===== src/rtl/gpio_irq_port.sv =====
module gpio_irq_port #(
  parameter int NPINS = 16,
  parameter int DW    = 32,
  parameter int AW    = 4
) (
  input  logic             clk,
  input  logic             rst_n,
  input  logic             bus_sel,
  input  logic             bus_wr,
  input  logic [AW-1:0]    bus_addr,
  input  logic [DW-1:0]    bus_wdata,
  output logic [DW-1:0]    bus_rdata,
  input  logic [NPINS-1:0] pin_in,
  output logic [NPINS-1:0] pin_out,
  output logic [NPINS-1:0] pin_dir,
  output logic             irq
);
  localparam int STRIDE = 4;
  localparam int PPR    = DW / STRIDE;
  localparam logic [AW-1:0] A_OUT  = AW'(0);
  localparam logic [AW-1:0] A_DIR  = AW'(1);
  localparam logic [AW-1:0] A_IN   = AW'(2);
  localparam logic [AW-1:0] A_EN   = AW'(3);
  localparam logic [AW-1:0] A_MSET = AW'(4);
  localparam logic [AW-1:0] A_MCLR = AW'(5);
  localparam logic [AW-1:0] A_MLO  = AW'(6);
  localparam logic [AW-1:0] A_MHI  = AW'(7);
  localparam logic [AW-1:0] A_STAT = AW'(8);
  localparam logic [AW-1:0] A_ICLR = AW'(9);

  logic [NPINS-1:0] sync1, sync2, prev;
  logic [NPINS-1:0] ien, imask, status, evt;
  logic [DW-1:0]    mode_lo, mode_hi;

  wire              wr_en = bus_sel & bus_wr;
  wire [NPINS-1:0]  wd    = bus_wdata[NPINS-1:0];
  wire [NPINS-1:0]  rise  = sync2 & ~prev;
  wire [NPINS-1:0]  fall  = ~sync2 & prev;
  wire [NPINS-1:0]  clr   = (wr_en && bus_addr == A_ICLR) ? wd : '0;

  always_ff @(posedge clk) begin
    if (!rst_n) begin
      sync1 <= '0;
      sync2 <= '0;
      prev  <= '0;
    end else begin
      sync1 <= pin_in;
      sync2 <= sync1;
      prev  <= sync2;
    end
  end

  always_ff @(posedge clk) begin
    if (!rst_n) begin
      pin_out <= '0;
      pin_dir <= '0;
      ien     <= '0;
      imask   <= '0;
      mode_lo <= '0;
      mode_hi <= '0;
    end else if (wr_en) begin
      case (bus_addr)
        A_OUT:  pin_out <= wd;
        A_DIR:  pin_dir <= wd;
        A_EN:   ien     <= wd;
        A_MSET: imask   <= imask | wd;
        A_MCLR: imask   <= imask & ~wd;
        A_MLO:  mode_lo <= bus_wdata;
        A_MHI:  mode_hi <= bus_wdata;
        default: ;
      endcase
    end
  end

  for (genvar i = 0; i < NPINS; i++) begin : g_pin
    logic [2:0] code;
    if (i < PPR) begin : g_lo
      assign code = mode_lo[i*STRIDE +: 3];
    end else begin : g_hi
      assign code = mode_hi[(i-PPR)*STRIDE +: 3];
    end
    always_comb begin
      case (code)
        3'd0:    evt[i] = fall[i];
        3'd1:    evt[i] = rise[i];
        3'd2:    evt[i] = ~sync2[i];
        3'd3:    evt[i] = sync2[i];
        3'd4:    evt[i] = rise[i] | fall[i];
        default: evt[i] = 1'b0;
      endcase
    end
  end

  always_ff @(posedge clk) begin
    if (!rst_n) status <= '0;
    else        status <= (status & ~clr) | (evt & ien);
  end

  assign irq = |(status & ien & ~imask);

  always_comb begin
    bus_rdata = '0;
    case (bus_addr)
      A_OUT:          bus_rdata[NPINS-1:0] = pin_out;
      A_DIR:          bus_rdata[NPINS-1:0] = pin_dir;
      A_IN:           bus_rdata[NPINS-1:0] = sync2;
      A_EN:           bus_rdata[NPINS-1:0] = ien;
      A_MSET, A_MCLR: bus_rdata[NPINS-1:0] = imask;
      A_MLO:          bus_rdata = mode_lo;
      A_MHI:          bus_rdata = mode_hi;
      A_STAT:         bus_rdata[NPINS-1:0] = status;
      default:        bus_rdata = '0;
    endcase
  end
endmodule


===== config.mk =====
export PLATFORM = sky130hd
export DESIGN_NAME = gpio_irq_port
export DESIGN_NICKNAME = d
export VERILOG_FILES = /design/src/rtl/gpio_irq_port.sv
export SDC_FILE = /design/constraint.sdc
export NUM_CORES = 1
export LEC_CHECK = 0
export CORE_ASPECT_RATIO = 1.75
export CORE_MARGIN = 5
export CORE_UTILIZATION = 50
export CTS_CLUSTER_DIAMETER = 150
export DETAILED_ROUTE_END_ITERATION = 7
export GPL_TIMING_DRIVEN = 1
export PLACE_DENSITY = 0.77
export SETUP_SLACK_MARGIN = 0.05
export SLEW_MARGIN = 10
export SYNTH_ARGS = -nofsm -noshare
export SYNTH_HDL_FRONTEND = slang
export SYNTH_SLANG_ARGS = --single-unit

===== constraint.sdc =====
create_clock -name clk -period 1.7 [get_ports clk]
set_input_delay 0.255 -clock clk [delete_from_list [all_inputs] [get_ports clk]]
set_output_delay 0.255 -clock clk [all_outputs]
set_load 0.1 [all_outputs]

Word level (Yosys, flattened, before mapping)
Cells that the tools add are included.
- equality and inequality tests: 73
- mux-type cells: 20
- bitwise logic cells: 47
- reduce and logical (&&, ||, !) cells: 27
- operator list (cell ; number):
    $pmux 16 s8 ; 1
    $and 16x16->16 ; 7
    $eq 3x2->1 const B ; 32
    $not 16->16 ; 5
    $pmux 1 s5 ; 16
    $pmux 16 s2 ; 2
    $eq 3x1->1 const B ; 16
    $eq 3x3->1 const B ; 16
    $logic_not 3->1 ; 16
    $or 16x16->16 ; 2
    $eq 4x3->1 const B ; 4
    $mux 16 ; 1
    $not 1->1 ; 16
    $or 1x1->1 ; 16
    $reduce_or 16->1 ; 1
    $reduce_and 2->1 ; 6
    $eq 4x2->1 const B ; 2
    $eq 4x4->1 const B ; 2
    $eq 4x1->1 const B ; 1
    $logic_not 4->1 ; 1
    $reduce_bool 2->1 ; 1
    $reduce_or 2->1 ; 1
    $and 1x1->1 ; 1
    $logic_and 1x1->1 ; 1
- flip-flop bits (word level): 192
- input port bits: 56
- output and inout bits: 65

Longest topological paths before layout
- word-level depth: 6
- depth in mapped cells: 8
- depth with buffers taken out: 6

Least setup slack after synthesis
OpenSTA, ideal clock, no wires.
- path type: register to output
- from: register pin_out[4]
- to: output bus_rdata[4]
- data arrival time: 2106 ps
- data required time: 1445 ps
- path slack: -661 ps
- cell stages (with the launch flop): 5
- buffers on the path: 0
- cell sequence: dfxtp_1 > nor4b_1 > a31oi_1 > o21ai_0 > a211o_1
- cells in the longest elaborated chain, start to end: 1
- ends and longest elaborated chain (what ; line ; source):
    from (decl) ; 14 ; output logic [NPINS-1:0] pin_out,
    from (signal assigned) ; 63 ; A_OUT: pin_out <= wd;
    $pmux 16 s8 ; 103 ; case (bus_addr)
    to (decl) ; 12 ; output logic [DW-1:0] bus_rdata,
Every way passes these cells.

Worst setup path after layout
- from: register ien[2]
- to: output irq
- cells in the longest elaborated chain, start to end: 3
- ends and longest elaborated chain (what ; line ; source):
    from (decl) ; 32 ; logic [NPINS-1:0] ien, imask, status, evt;
    from (signal assigned) ; 65 ; A_EN: ien <= wd;
    $and 16x16->16 (2 in a row) ; 99 ; assign irq = |(status & ien & ~imask);
    $reduce_or 16->1 ; 99 ;
    to (decl) ; 16 ; output logic irq
Every way passes these cells.

==> metrics.md <==
| Metric | Value |
|---|---|
| Endpoints failing setup | `33` |
| RR Startpoint | `sync2[4]$_SDFF_PN0_` |
| Hold WS | `about 0.25 ns` |
| Area leader, netlist | `dfxtp_1` |
| Congestion Overflow GR | `0` |
| CP Capture Point | `irq` |
| Routed WL per cell | `21.0 um` |
| Pre-Repair DR Iteration Count | `5` |
| CTS buffer count | `17` |
| Dpl hpwl | `23,100 um` |
| Syn Nets | `1,158` |
| Commonest cells after routing, fill and taps aside | `298 x nand2_1, 148 x dfxtp_1, 102 x buf_4` |
| Metal-1 WL | `11,600 um` |
| CP Depth | `5` |
| Synth Register Bits | `192` |
| Failing checks | `negative setup slack` |
| Fin crit share | `124%` |
| Starting Density | `50.3%` |
| Largest cells by area after synthesis | `dfxtp_1 41%, nand2_1 12%, mux2i_1 5.8%, a21boi_1 4.7%, ha_1 4.3%` |
| Post-layout min period | `2.11 ns` |
| Post-synth EDFFs | `0` |
| CP Cell Sequence | `nand2_1 -> o22ai_1 -> nor4_1 -> nand2_1 -> buf_12` |
| Area Growth Syn to Fin | `48.6%` |
| Antenna diodes | `0` |
| Async set or reset register ratio after synthesis | `0%` |
| Routability cong. | `0.933` |
| Drt total wl | `32,100 um` |
| Die H | `190 um` |
| Vias in the first global route | `8,871` |
| Clk_lat worst skew | `0.45 ns` |
| CP dominant cell by count | `nand2_1` |
| Die area | `21,500 um2` |
| Via count | `8,994` |
| Commonest non-fill, non-tap cell in the layout | `nand2_1` |
| Hold path start | `rst_n` |
| PD cells | `about 700 nW/um2` |
| Comb power frac | `10.2%` |
| Clock sinks | `approximately 190` |
| YS warnings | `0` |
| Worst path slowest cell | `dfxtp_2` |
| WP buf/inv | `1` |
| WS Path Type | `register to primary output` |
| Max_cap viols | `0` |
| Maximum VDD drop | `between 0.5 and 0.6 mV` |
| Crit end category | `primary output` |
| Post-Layout Inst Area | `13,800 um2` |
| Actual slew at the worst max-slew pin | `0.517 ns` |
| Register area share after synthesis | `between 40% and 50%` |
| Port Buffer Count | `120` |
| RSZ-0062 raised after global routing | `yes` |
| Family with the most delay on the worst path | `simple AND/OR/NAND/NOR gates` |
| Share of layout cells above drive strength 1 | `roughly a third` |
| # DRC | `0` |
| Hold Crit Class | `input port to register` |
| H-tree level count | `4` |
| Cell area after synthesis | `9270 um2` |
| Met2 wire length | `16,400 um` |
| Synthesized netlist cell count | `roughly 1.1k` |
| Slew margin rel. | `65.5%` |
| Most used DFF post-synth | `dfxtp_1` |
| First-pass GRT wire length | `48,600 um` |
| Top layer in use | `met4` |
| Skew final | `approximately 0.015 ns` |
| Max-slew violation count | `0` |
| Status | `complete, but fails checks` |
| Worst reg2reg path depth | `8` |
| Worst path max stage delay | `0.34 ns` |
| Clk slew on worst S/H paths | `0.08 ns` |
| Clock power share | `41.8%` |
| Initial DRC count | `between 500 and 600` |
| Sw Ratio | `27.0%` |
| CTS tree | `done` |
| Crit-path max FO | `3` |
| Layout Nets | `1,366` |
| PnR worst setup slack | `-0.413 ns` |
| Worst path arrival time | `1.86 ns` |
| Post-Place Worst Slack | `-0.781 ns` |
| Distinct cells, synth | `47` |
| Internal | `between 7000 and 8000 uW` |
| Final ANT Viol Nets | `0` |
| Die W | `between 100 and 150 um` |
| Initial antenna violation count | `0` |
| Worst EP required | `around 1.4 ns` |
| Worst flop-to-flop path endpoint | `status[4]$_SDFF_PN0_` |
| Synth top area share | `between 40 and 50%` |
| R2R Setup Slk | `0.09 ns` |
| CTS Root Cell | `clkbuf_16` |
| Syn avg cell area | `8.66 um2` |
| Ports | `121` |
| Num rows | `between 60 and 70` |
| Flop pwr share | `48.1%` |
| Startpoint types | `register` |
| LEAKAGE | `0.00524 uW` |
| Clk buf depth | `2` |
| Core area | `18,400 um2` |
| Switching power | `2590 uW` |
| Routed vias/inst | `roughly 5.9` |
| Fmax | `0.473 GHz` |
| Final Hold Vio Count | `0` |
| Post-DP Area | `12,600 um2` |
| Largest net degree at the start of global routing | `43` |
| CP startpoint | `ien[2]$_SDFFE_PN0P_` |
| Core Util, Final | `74.8%` |
| GRT Util Overall | `29.2%` |
| Met3 wire length | `1800 um` |
sequential cells by signal, indices dropped and copies added, names as in the netlist, named ones only:
| signal | flops |
|---|---|
| status | 16 |
| prev | 16 |
| sync1 | 16 |
| mode_lo | 32 |
| sync2 | 16 |
| ien | 16 |
| pin_dir | 16 |
| mode_hi | 32 |
| pin_out | 16 |
cell type report:
| cell class | instances | area, um2 |
|---|---|---|
| Multi-Input combinational cell | 774 | 5590 |
| Fill cell | 1241 | 4650 |
| Sequential cell | 192 | 3910 |
| Timing Repair Buffer | 261 | 3260 |
| Clock buffer | 17 | 425 |
| Tap cell | 238 | 298 |
| Clock inverter | 15 | 166 |
| Inverter | 32 | 120 |
metal layers:
metal | GRT usage [%] | vias up
li1 | - | 4112
met1 | 31.7 | 4332
met2 | 51.9 | 413
met3 | 4.20 | 137
met4 | 19.3 | 0
met5 | 0 | -
cells by family (layout without fill, tap and decap cells):
family	count (synthesis)	count (layout)	share of synthesized area, %
compound gates	236	236	20.4
fa+ha+maj	32	32	4.32
buf+inv	104	325	5.32
flops	192	192	41.5
mux	62	62	6.81
simple gates	444	444	21.7
repair_timing:
action,in CTS,in global routing
hold buffers,0,0
endpoints found under the hold margin,0,0
endpoints found under the setup margin,161,43
resized for setup,68,35
buffers inserted,26,7
pin swaps,40,18
power groups by stage:
stage | Sequential [uW] | Combinational, uW | Clock (uW)
after floorplan | 4750 | 394 | 0
after global placement | 4720 | 853 | 0
after detailed placement | 4730 | 868 | 0
after CTS | 4620 | 937 | 4030
after global routing | 4620 | 1020 | 4240
final | 4620 | 977 | 4010
cell usage after synthesis (all sizes together) (2+ instances only):
library cell / instances
nor4b: 4
a21boi: 112
dfxtp: 192
a222oi: 8
o31ai: 16
a22o: 22
a22oi: 21
a221oi: 25
a21oi: 2
mux2: 8
o21ai: 2
inv: 32
nor2: 23
nor2b: 17
a31o: 16
and2: 55
nand2: 300
mux2i: 54
nor4: 2
ha: 32
a211o: 2
nand3: 30
nor3: 3
clkbuf: 33
o22ai: 8
buf: 39
how the worst min path moves through the flow:
stage	cells after the start	slack [ns]	to
after CTS	2	0.22	sync2[5]$_SDFF_PN0_
after detailed placement	1	0.42	sync2[2]$_SDFF_PN0_
after global routing	2	0.24	sync2[6]$_SDFF_PN0_
after floorplan	1	0.38	sync1[0]$_SDFF_PN0_
final	2	0.25	sync2[5]$_SDFF_PN0_
after global placement	1	0.42	sync2[13]$_SDFF_PN0_
per-stage QoR:
stage	power (uW)	instances	setup TNS, ns
floorplan	5140	1070	-0.791
global placement	5570	1468	-97.98
detailed placement	5590	1468	-103.30
CTS	9590	1523	-6.19
global route	9890	1529	-7.70
finish	9610	1529	-6.70
(Power assumes the default switching activity.)
